===== src/rtl/trapseq_pkg.sv =====
package trapseq_pkg;
  typedef enum logic [2:0] {
    ST_IDLE,
    ST_PUSH,
    ST_VEC_LO,
    ST_VEC_HI,
    ST_POP
  } seq_st_e;

  localparam int WORD_BYTES = 8;
  localparam int SLOT_W     = 3;
  // push slots, in push order
  localparam logic [SLOT_W-1:0] SLOT_SS    = 3'd0;
  localparam logic [SLOT_W-1:0] SLOT_SP    = 3'd1;
  localparam logic [SLOT_W-1:0] SLOT_FLAGS = 3'd2;
  localparam logic [SLOT_W-1:0] SLOT_CS    = 3'd3;
  localparam logic [SLOT_W-1:0] SLOT_IP    = 3'd4;
  localparam logic [SLOT_W-1:0] SLOT_ERR   = 3'd5;
  // pop steps, in pop order
  localparam logic [SLOT_W-1:0] POP_IP     = 3'd0;
  localparam logic [SLOT_W-1:0] POP_CS     = 3'd1;
  localparam logic [SLOT_W-1:0] POP_FLAGS  = 3'd2;
  localparam logic [SLOT_W-1:0] POP_SP     = 3'd3;
  localparam logic [SLOT_W-1:0] POP_SS     = 3'd4;

  localparam logic [1:0] PRIV_KERNEL = 2'd0;
  localparam logic [1:0] PRIV_USER   = 2'd3;
endpackage


===== src/rtl/trapseq_frame_sel.sv =====
module trapseq_frame_sel
  import trapseq_pkg::*;
#(
  parameter int XLEN  = 64,
  parameter int SEL_W = 16
) (
  input  logic [SLOT_W-1:0] slot,
  input  logic [SEL_W-1:0]  sv_ss,
  input  logic [XLEN-1:0]   sv_sp,
  input  logic [XLEN-1:0]   sv_flags,
  input  logic [SEL_W-1:0]  sv_cs,
  input  logic [XLEN-1:0]   sv_ip,
  input  logic [XLEN-1:0]   sv_err,
  output logic [XLEN-1:0]   word
);
  localparam int PAD_W = XLEN - SEL_W;

  always_comb begin
    case (slot)
      SLOT_SS:    word = {{PAD_W{1'b0}}, sv_ss};
      SLOT_SP:    word = sv_sp;
      SLOT_FLAGS: word = sv_flags;
      SLOT_CS:    word = {{PAD_W{1'b0}}, sv_cs};
      SLOT_IP:    word = sv_ip;
      default:    word = sv_err;
    endcase
  end
endmodule


===== src/rtl/trapseq_addr_unit.sv =====
module trapseq_addr_unit
  import trapseq_pkg::*;
#(
  parameter int XLEN  = 64,
  parameter int VEC_W = 8
) (
  input  seq_st_e          st,
  input  logic [XLEN-1:0]  sp_work,
  input  logic [XLEN-1:0]  tab_base,
  input  logic [VEC_W-1:0] vec,
  output logic [XLEN-1:0]  wr_addr,
  output logic [XLEN-1:0]  rd_addr
);
  localparam int ENT_SHIFT = 4;
  localparam int PAD_W     = XLEN - VEC_W - ENT_SHIFT;
  localparam logic [XLEN-1:0] STEP = XLEN'(WORD_BYTES);

  logic [XLEN-1:0] ent_addr;

  assign ent_addr = tab_base + {{PAD_W{1'b0}}, vec, {ENT_SHIFT{1'b0}}};
  assign wr_addr  = sp_work - STEP;

  always_comb begin
    case (st)
      ST_VEC_LO: rd_addr = ent_addr;
      ST_VEC_HI: rd_addr = ent_addr + STEP;
      default:   rd_addr = sp_work;
    endcase
  end
endmodule


===== src/rtl/trapseq_fsm.sv =====
module trapseq_fsm
  import trapseq_pkg::*;
#(
  parameter int XLEN  = 64,
  parameter int SEL_W = 16,
  parameter int VEC_W = 8
) (
  input  logic              clk,
  input  logic              rst_n,
  input  logic              trap_req,
  input  logic [VEC_W-1:0]  trap_vec,
  input  logic              trap_has_err,
  input  logic [XLEN-1:0]   trap_err,
  input  logic              ret_req,
  input  logic [SEL_W-1:0]  cur_ss,
  input  logic [XLEN-1:0]   cur_sp,
  input  logic [XLEN-1:0]   cur_flags,
  input  logic [SEL_W-1:0]  cur_cs,
  input  logic [XLEN-1:0]   cur_ip,
  input  logic [SEL_W-1:0]  kstk_ss,
  input  logic [XLEN-1:0]   kstk_sp,
  input  logic              wr_ready,
  input  logic              rd_ready,
  input  logic [XLEN-1:0]   rd_data,
  output seq_st_e           st,
  output logic [SLOT_W-1:0] slot,
  output logic [XLEN-1:0]   sp_work,
  output logic [VEC_W-1:0]  vec_q,
  output logic [SEL_W-1:0]  sv_ss,
  output logic [XLEN-1:0]   sv_sp,
  output logic [XLEN-1:0]   sv_flags,
  output logic [SEL_W-1:0]  sv_cs,
  output logic [XLEN-1:0]   sv_ip,
  output logic [XLEN-1:0]   sv_err,
  output logic              busy,
  output logic [1:0]        priv_lvl,
  output logic              wr_valid,
  output logic              rd_valid,
  output logic              ld_valid,
  output logic [SEL_W-1:0]  ld_ss,
  output logic [XLEN-1:0]   ld_sp,
  output logic [XLEN-1:0]   ld_flags,
  output logic [SEL_W-1:0]  ld_cs,
  output logic [XLEN-1:0]   ld_ip
);
  localparam logic [XLEN-1:0] STEP = XLEN'(WORD_BYTES);

  logic             err_q;
  logic [SEL_W-1:0] kss_q;
  logic [SEL_W-1:0] sel_q;
  logic             last_push;

  assign last_push = (slot == (err_q ? SLOT_ERR : SLOT_IP));
  assign busy      = (st != ST_IDLE);
  assign wr_valid  = (st == ST_PUSH);
  assign rd_valid  = (st == ST_VEC_LO) || (st == ST_VEC_HI) || (st == ST_POP);

  always_ff @(posedge clk) begin
    if (!rst_n) begin
      st       <= ST_IDLE;
      slot     <= '0;
      sp_work  <= '0;
      vec_q    <= '0;
      sv_ss    <= '0;
      sv_sp    <= '0;
      sv_flags <= '0;
      sv_cs    <= '0;
      sv_ip    <= '0;
      sv_err   <= '0;
      err_q    <= 1'b0;
      kss_q    <= '0;
      sel_q    <= '0;
      priv_lvl <= PRIV_USER;
      ld_valid <= 1'b0;
      ld_ss    <= '0;
      ld_sp    <= '0;
      ld_flags <= '0;
      ld_cs    <= '0;
      ld_ip    <= '0;
    end else begin
      ld_valid <= 1'b0;
      case (st)
        ST_IDLE: begin
          slot <= '0;
          if (trap_req) begin
            sv_ss    <= cur_ss;
            sv_sp    <= cur_sp;
            sv_flags <= cur_flags;
            sv_cs    <= cur_cs;
            sv_ip    <= cur_ip;
            sv_err   <= trap_err;
            err_q    <= trap_has_err;
            vec_q    <= trap_vec;
            kss_q    <= kstk_ss;
            sp_work  <= kstk_sp;
            st       <= ST_PUSH;
          end else if (ret_req) begin
            sp_work <= err_q ? (sp_work + STEP) : sp_work;
            st      <= ST_POP;
          end
        end
        ST_PUSH: begin
          if (wr_ready) begin
            sp_work <= sp_work - STEP;
            if (last_push) begin
              priv_lvl <= PRIV_KERNEL;
              st       <= ST_VEC_LO;
            end else begin
              slot <= slot + 1'b1;
            end
          end
        end
        ST_VEC_LO: begin
          if (rd_ready) begin
            sel_q <= rd_data[SEL_W-1:0];
            st    <= ST_VEC_HI;
          end
        end
        ST_VEC_HI: begin
          if (rd_ready) begin
            ld_ip    <= rd_data;
            ld_cs    <= sel_q;
            ld_ss    <= kss_q;
            ld_sp    <= sp_work;
            ld_flags <= sv_flags;
            ld_valid <= 1'b1;
            st       <= ST_IDLE;
          end
        end
        ST_POP: begin
          if (rd_ready) begin
            sp_work <= sp_work + STEP;
            case (slot)
              POP_IP:    ld_ip    <= rd_data;
              POP_CS:    ld_cs    <= rd_data[SEL_W-1:0];
              POP_FLAGS: ld_flags <= rd_data;
              POP_SP:    ld_sp    <= rd_data;
              default:   ld_ss    <= rd_data[SEL_W-1:0];
            endcase
            if (slot == POP_SS) begin
              ld_valid <= 1'b1;
              priv_lvl <= PRIV_USER;
              err_q    <= 1'b0;
              st       <= ST_IDLE;
            end else begin
              slot <= slot + 1'b1;
            end
          end
        end
        default: st <= ST_IDLE;
      endcase
    end
  end
endmodule


===== src/rtl/trapseq_top.sv =====
module trapseq_top
  import trapseq_pkg::*;
#(
  parameter int XLEN  = 64,
  parameter int SEL_W = 16,
  parameter int VEC_W = 8
) (
  input  logic             clk,
  input  logic             rst_n,
  input  logic             trap_req,
  input  logic [VEC_W-1:0] trap_vec,
  input  logic             trap_has_err,
  input  logic [XLEN-1:0]  trap_err,
  input  logic             ret_req,
  input  logic [SEL_W-1:0] cur_ss,
  input  logic [XLEN-1:0]  cur_sp,
  input  logic [XLEN-1:0]  cur_flags,
  input  logic [SEL_W-1:0] cur_cs,
  input  logic [XLEN-1:0]  cur_ip,
  input  logic [SEL_W-1:0] kstk_ss,
  input  logic [XLEN-1:0]  kstk_sp,
  input  logic [XLEN-1:0]  vtab_base,
  output logic             busy,
  output logic [1:0]       priv_lvl,
  output logic             wr_valid,
  input  logic             wr_ready,
  output logic [XLEN-1:0]  wr_addr,
  output logic [XLEN-1:0]  wr_data,
  output logic             rd_valid,
  input  logic             rd_ready,
  output logic [XLEN-1:0]  rd_addr,
  input  logic [XLEN-1:0]  rd_data,
  output logic             ld_valid,
  output logic [SEL_W-1:0] ld_ss,
  output logic [XLEN-1:0]  ld_sp,
  output logic [XLEN-1:0]  ld_flags,
  output logic [SEL_W-1:0] ld_cs,
  output logic [XLEN-1:0]  ld_ip
);
  seq_st_e           st;
  logic [SLOT_W-1:0] slot;
  logic [XLEN-1:0]   sp_work;
  logic [VEC_W-1:0]  vec_q;
  logic [SEL_W-1:0]  sv_ss;
  logic [XLEN-1:0]   sv_sp;
  logic [XLEN-1:0]   sv_flags;
  logic [SEL_W-1:0]  sv_cs;
  logic [XLEN-1:0]   sv_ip;
  logic [XLEN-1:0]   sv_err;

  trapseq_fsm #(.XLEN(XLEN), .SEL_W(SEL_W), .VEC_W(VEC_W)) u_fsm (
    .clk(clk), .rst_n(rst_n),
    .trap_req(trap_req), .trap_vec(trap_vec), .trap_has_err(trap_has_err),
    .trap_err(trap_err), .ret_req(ret_req),
    .cur_ss(cur_ss), .cur_sp(cur_sp), .cur_flags(cur_flags),
    .cur_cs(cur_cs), .cur_ip(cur_ip),
    .kstk_ss(kstk_ss), .kstk_sp(kstk_sp),
    .wr_ready(wr_ready), .rd_ready(rd_ready), .rd_data(rd_data),
    .st(st), .slot(slot), .sp_work(sp_work), .vec_q(vec_q),
    .sv_ss(sv_ss), .sv_sp(sv_sp), .sv_flags(sv_flags),
    .sv_cs(sv_cs), .sv_ip(sv_ip), .sv_err(sv_err),
    .busy(busy), .priv_lvl(priv_lvl),
    .wr_valid(wr_valid), .rd_valid(rd_valid),
    .ld_valid(ld_valid), .ld_ss(ld_ss), .ld_sp(ld_sp),
    .ld_flags(ld_flags), .ld_cs(ld_cs), .ld_ip(ld_ip)
  );

  trapseq_frame_sel #(.XLEN(XLEN), .SEL_W(SEL_W)) u_frame (
    .slot(slot), .sv_ss(sv_ss), .sv_sp(sv_sp), .sv_flags(sv_flags),
    .sv_cs(sv_cs), .sv_ip(sv_ip), .sv_err(sv_err), .word(wr_data)
  );

  trapseq_addr_unit #(.XLEN(XLEN), .VEC_W(VEC_W)) u_addr (
    .st(st), .sp_work(sp_work), .tab_base(vtab_base), .vec(vec_q),
    .wr_addr(wr_addr), .rd_addr(rd_addr)
  );
endmodule


===== config.mk =====
export PLATFORM = sky130hd
export DESIGN_NAME = trapseq_top
export DESIGN_NICKNAME = d
export VERILOG_FILES = /design/src/rtl/trapseq_pkg.sv /design/src/rtl/trapseq_frame_sel.sv /design/src/rtl/trapseq_addr_unit.sv /design/src/rtl/trapseq_fsm.sv /design/src/rtl/trapseq_top.sv
export SDC_FILE = /design/constraint.sdc
export NUM_CORES = 2
export LEC_CHECK = 0
export ABC_AREA = 1
export BUFFER_PORTS_ARGS = -buffer_cell sky130_fd_sc_hd__buf_2
export CORE_AREA = 2 2 358 360
export CTS_CLUSTER_SIZE = 28
export DETAILED_ROUTE_END_ITERATION = 16
export DIE_AREA = 0 0 360 362
export SYNTH_ARGS = -nofsm -noshare
export SYNTH_HDL_FRONTEND = slang
export SYNTH_SLANG_ARGS = --single-unit

===== constraint.sdc =====
create_clock -name clk -period 7.85 [get_ports clk]
set_input_delay 1.9625 -clock clk [delete_from_list [all_inputs] [get_ports clk]]
set_output_delay 1.9625 -clock clk [all_outputs]
set_load 0.05 [all_outputs]

# After elaboration in Yosys (flattened, before gate mapping)
# Index checks and enable logic that the tools add are counted.
# W data, S select, Z words.
# totals
output_inout_bits	422
register_bits	626
inputBits	511
# op_classes
n_addsub	5
n_mux	56
reduce_logical	22
n_eq_ne	25
# ops
op	n
$mux W64	14
$pmux W64 S2	4
$pmux W64 S5	1
$pmux W64 S3	1
$add A64 B4 Y64 const B	2
$mux W16	6
$add A64 B12 Y64	1
$pmux W16 S2	2
$sub A64 B4 Y64 const B	1
$mux W3	12
$reduce_and A4 Y1	6
$pmux W3 S5	1
$reduce_and A5 Y1	3
$ne A2 B1 Y1 const B	7
$ne A2 B2 Y1 const B	7
$eq A3 B2 Y1 const B	4
$pmux W3 S3	1
$mux W2	4
$mux W1	7
$reduce_and A7 Y1	1
$eq A3 B1 Y1 const B	2
$eq A3 B3 Y1 const B	2
$logic_not A3 Y1	2
$reduce_bool A2 Y1	3
10 further kinds	14

# Logic depth before layout (Yosys ltp)
# logic_depth
depth_word	5
mapped_depth	20
ltp_nobuf	20

# Modules after synthesis
# Synthesis repeated with hierarchy kept, for this count alone.
# unflattened
cells_unflattened	6219
hier_area_um2	37947.6
# by_module_without_submodules
mod	cells_per_inst	n_inst	area_each_um2	seq_area_each_um2
trapseq_fsm	4043	1	27674.0	12512.0
trapseq_addr_unit	1726	1	8194.1	0.0
trapseq_frame_sel	450	1	2079.5	0.0

# Worst setup path after synthesis
# OpenSTA, ideal clock, no wires.
# synth_path
path_kind	in2out
startpoint	in vtab_base[4]
endpoint	out rd_addr[49]
path_slack_ps	1054
path_stages	18
required_ps	5887
t_arrival_ps	4833
n_path_buf	0
path_cell_list	ha_1 > fa_1 > nand2_1 > nor2_1 > nand3_1 > inv_1 > nand2_1 > nor2_1 > nand2_1 > nor2_2 > nand2_2 > nor2_4 > nand2_2 > nor2_1 > nand2_1 > nand2_1 > nand2_1 > a21oi_1
# synth_between
elab_chain_len	3
# synth_lines
element	line	rtl
from (decl)	trapseq_top.sv:22	input logic [XLEN-1:0] vtab_base,
$add A64 B12 Y64 (*)	trapseq_addr_unit.sv:20	assign ent_addr = tab_base + {{PAD_W{1'b0}}, vec, {ENT_SHIFT{1'b0}}};
$add A64 B4 Y64	trapseq_addr_unit.sv:26	ST_VEC_HI: rd_addr = ent_addr + STEP;
$pmux W64 S2 (*)	trapseq_addr_unit.sv:24	case (st)
to (decl)	trapseq_top.sv:31	output logic [XLEN-1:0] rd_addr,
# Every way passes the cells marked *; elsewhere a longest branch is shown, timed or not.

# Worst setup path in the final report
# layout_path
startpoint	in vtab_base[4]
endpoint	out rd_addr[31]
# The elaborated chain is that of the path after synthesis.

==> results.cfg <==
[outcome]
status = finished, final reports clean

[layout]
postLayoutCoreUtil_pct = 35.4
drive_above_1_share_pct = 19.8
nNetsFinal = 6972
final_cells = 8202
areaGrowthSynthToFinish_pct = 24.2

[die]
num_rows = 131
chipWidth_um = 360
start_util_pct = 28.5
io_pins = 933
die_y_um = 362
core_sq_um = 127000
die_area_sq_um = 130000

[cts]
post-cts-setup-buffer-count = 0
cts_buffers = 76
cts.sinks = 625
clock_path_buffers = 3
path_clk_slew_ns = 0.06
cts_hold_buf = 0
clk_latency_ns = 0.70
cts_root_buf = clkbuf_16
post_cts_resized = 0
tritoncts = built
h-tree-depth = 3

[setup_path]
reg2reg_from = u_fsm.st[0]
cpMostUsedCell = nor2_1
cp.arrival_ns = 5.55
path_cells = buf_2, ha_1, fa_1, nand2_1, nor2_1, nand3_1, nor2_1, nand3_2, nor2_1, nand2_1, nor2_1, nand2_1, nor2_1, a31oi_1, o21ai_0, nand3_1, buf_2
r2r-end = u_fsm.ld_flags[48]
cp_slowest_cell = fa_1
cp.required_ns = 5.89
setup.worst_path.end_class = output port
slowest_delay_ns = 0.66
rr_worst_depth = 11
start_kind = input pin
path_max_fanout = 6
regToRegSetupSlack_ns = 3.31
critPathKind = input pin to output port

[drt]
routed_wirelength_mm = 210
wl_per_cell_um = 25.6
drt_iter0_drc = 5253
drc = 0
routed_via_density = 5.28
via_count = 43300
detail-route-antenna-nets = 0
drtPass1Iterations = 6

[synth]
synth_top_family_by_area = simple AND/OR/NAND/NOR gates
ys_top_cells_by_area = dfxtp_1, o21ai_0, nand2_1
synthesis.area_sq_um = 36100
ys_ff_latch = 625
synth_mux_area_share_pct = 0
synth_top_area_share_pct = 34.6
synth.distinct_cells = 58
synth-xor-area-share_pct = 1.99
synthTopCellsByCount = nand2_1, o21ai_0, inv_1, nor2_1, dfxtp_1
async_reset_ff_share_pct = 0
synth-compound-area-share_pct = 24.2
synthAdderAreaFrac_pct = 0.610
yosys.area_share.simple_pct = 26.7
yosysWarnings = 0
yosys.area.top_type = dfxtp_1
synth_edf_count = 0
synth-main-ff-cell = dfxtp_1
synth_most_common_cell = nand2_1
syn_area_per_cell_sq_um = 6.32
syn_inst = 5710
syn_nets = 6238
seq_area_frac_synth_pct = 34.6

[power]
swShare_pct = 54.4
seq_power_share_pct = 25.7
p_leak_nw = 19.6
p_total_mw = 17.6
power_switching_mw = 9.55
p_int_mw = 8.01
power.density_nw_per_um2 = 392
clockPowerShare_pct = 21.4
pwr-share-comb_pct = 52.9
ir_drop_uv = 350

[grt]
overflow = 0
grt_usage_pct = 30.5
grt_pass1_wl_mm = 289
grt_max_degree = 285
grt_pass1_vias = 39300
antenna_found_initial = 69

[timing]
worstMarginPinSlew_ns = 1.20
fin_worst_skew_ns = 0.0603
finalCritPeriodShare_pct = 95.7
period_needed_ns = 7.52
slew_headroom_pct = 19.7
setup_viol = 0
fin_setup_tns_ns = 0
fmax_ghz = 0.133
timing.hold.ws_ns = 0.441
hold_violations = 0
rsz0062_at_grt = no
slew_viol_final = 0

[job]
maxCapViolCount = 0

[placed_design]
gp_congestion = 1.01
io_buffers = 932
post-dp-hpwl_mm = 166
placed_cells = 8028

[hold_path]
min_from = u_fsm.ld_ip[21]
hp-class = flip-flop to flip-flop
hold_path_depth = 2
holdPathEnd = u_fsm.ld_ip[21]
-- per-layer routing --
metal  track usage, %  vias up  routed length, um
li1                 -    20200                  -
met1             40.0    20500              89100
met2             47.7     2146              92800
met3             7.20      355              18400
met4             12.8       22               9060
met5                0        -                172
-- state kept, by name (all words and copies together), names as in the netlist, 16 cells and up --
register	count
u_fsm.sel_q	16
u_fsm.ld_ip	64
u_fsm.ld_cs	16
u_fsm.ld_sp	64
u_fsm.sv_err	64
u_fsm.sv_ip	64
u_fsm.kss_q	16
u_fsm.ld_ss	16
u_fsm.sv_cs	16
u_fsm.sv_sp	64
u_fsm.sv_ss	16
u_fsm.ld_flags	64
u_fsm.sv_flags	64
u_fsm.sp_work	64
-- worst max-delay path, delay by kind of cell --
kind | cells | cell delay [ns]
fa+ha+maj | 2 | 0.96
simple gates | 11 | 2.00
buf+inv | 2 | 0.40
compound gates | 2 | 0.22
-- cell usage in the layout, fill, tap and decap left out, types with 28 or more instances in the layout --
cell,instances
o221ai_1,29
buf_4,47
nand2_1,1007
a21oi_1,550
buf_2,931
diode_2,37
nand3_1,278
clkbuf_16,76
o22ai_1,84
inv_2,28
o211ai_1,37
a31oi_1,31
nand4_1,70
dfxtp_1,625
xor2_1,80
inv_1,753
o21ai_0,823
nor3_1,59
nor2_1,648
nand2_2,48
-- cells by family (layout without fill, tap and decap cells) --
family	count (synthesis)	in the layout
simple gates	2235	2235
compound gates	1636	1636
buf+inv	1116	1909
flops	625	625
xor+xnor	81	81
fa+ha+maj	17	17
other cells	0	37
-- how the worst max path moves through the flow --
| stage | startpoint | end | slack, ns | depth (start not counted) |
|---|---|---|---|---|
| finish | vtab_base[4] | rd_addr[31] | 0.33 | 17 |
| global route | vtab_base[4] | rd_addr[39] | 0.18 | 18 |
| CTS | vtab_base[4] | rd_addr[53] | 0.41 | 21 |
| detailed placement | vtab_base[4] | rd_addr[53] | 0.42 | 21 |
| global placement | vtab_base[4] | rd_addr[53] | 0.44 | 21 |
| floorplan | vtab_base[4] | rd_addr[49] | 1.05 | 18 |
-- final cells by class --
cell class | instances | area (sq um)
Tap cell | 1662 | 2080
Inverter | 789 | 2970
Multi-Input combinational cell | 3969 | 19400
Sequential cell | 625 | 12500
Clock inverter | 30 | 467
Timing Repair Buffer | 983 | 5110
Fill cell | 14000 | 81900
Antenna cell | 37 | 92.6
Clock buffer | 107 | 2200
-- per-stage QoR --
stage	setup slack, ns	instance area (sq um)
2_1_floorplan	1.05	36100
3_3_place_gp	0.442	42100
3_5_place_dp	0.418	42100
4_1_cts	0.410	44800
5_1_grt	0.177	44800
6_report	0.334	44800
-- power by group through the flow --
stage	Clock (mW)	Combinational (mW)	Sequential (mW)
2_1_floorplan	0	5.58	4.76
3_3_place_gp	0	9.12	4.52
3_5_place_dp	0	9.15	4.54
4_1_cts	3.80	9.18	4.48
5_1_grt	3.92	9.79	4.56
6_report	3.76	9.30	4.51
Note: power is estimated with default switching activity, not from simulation.
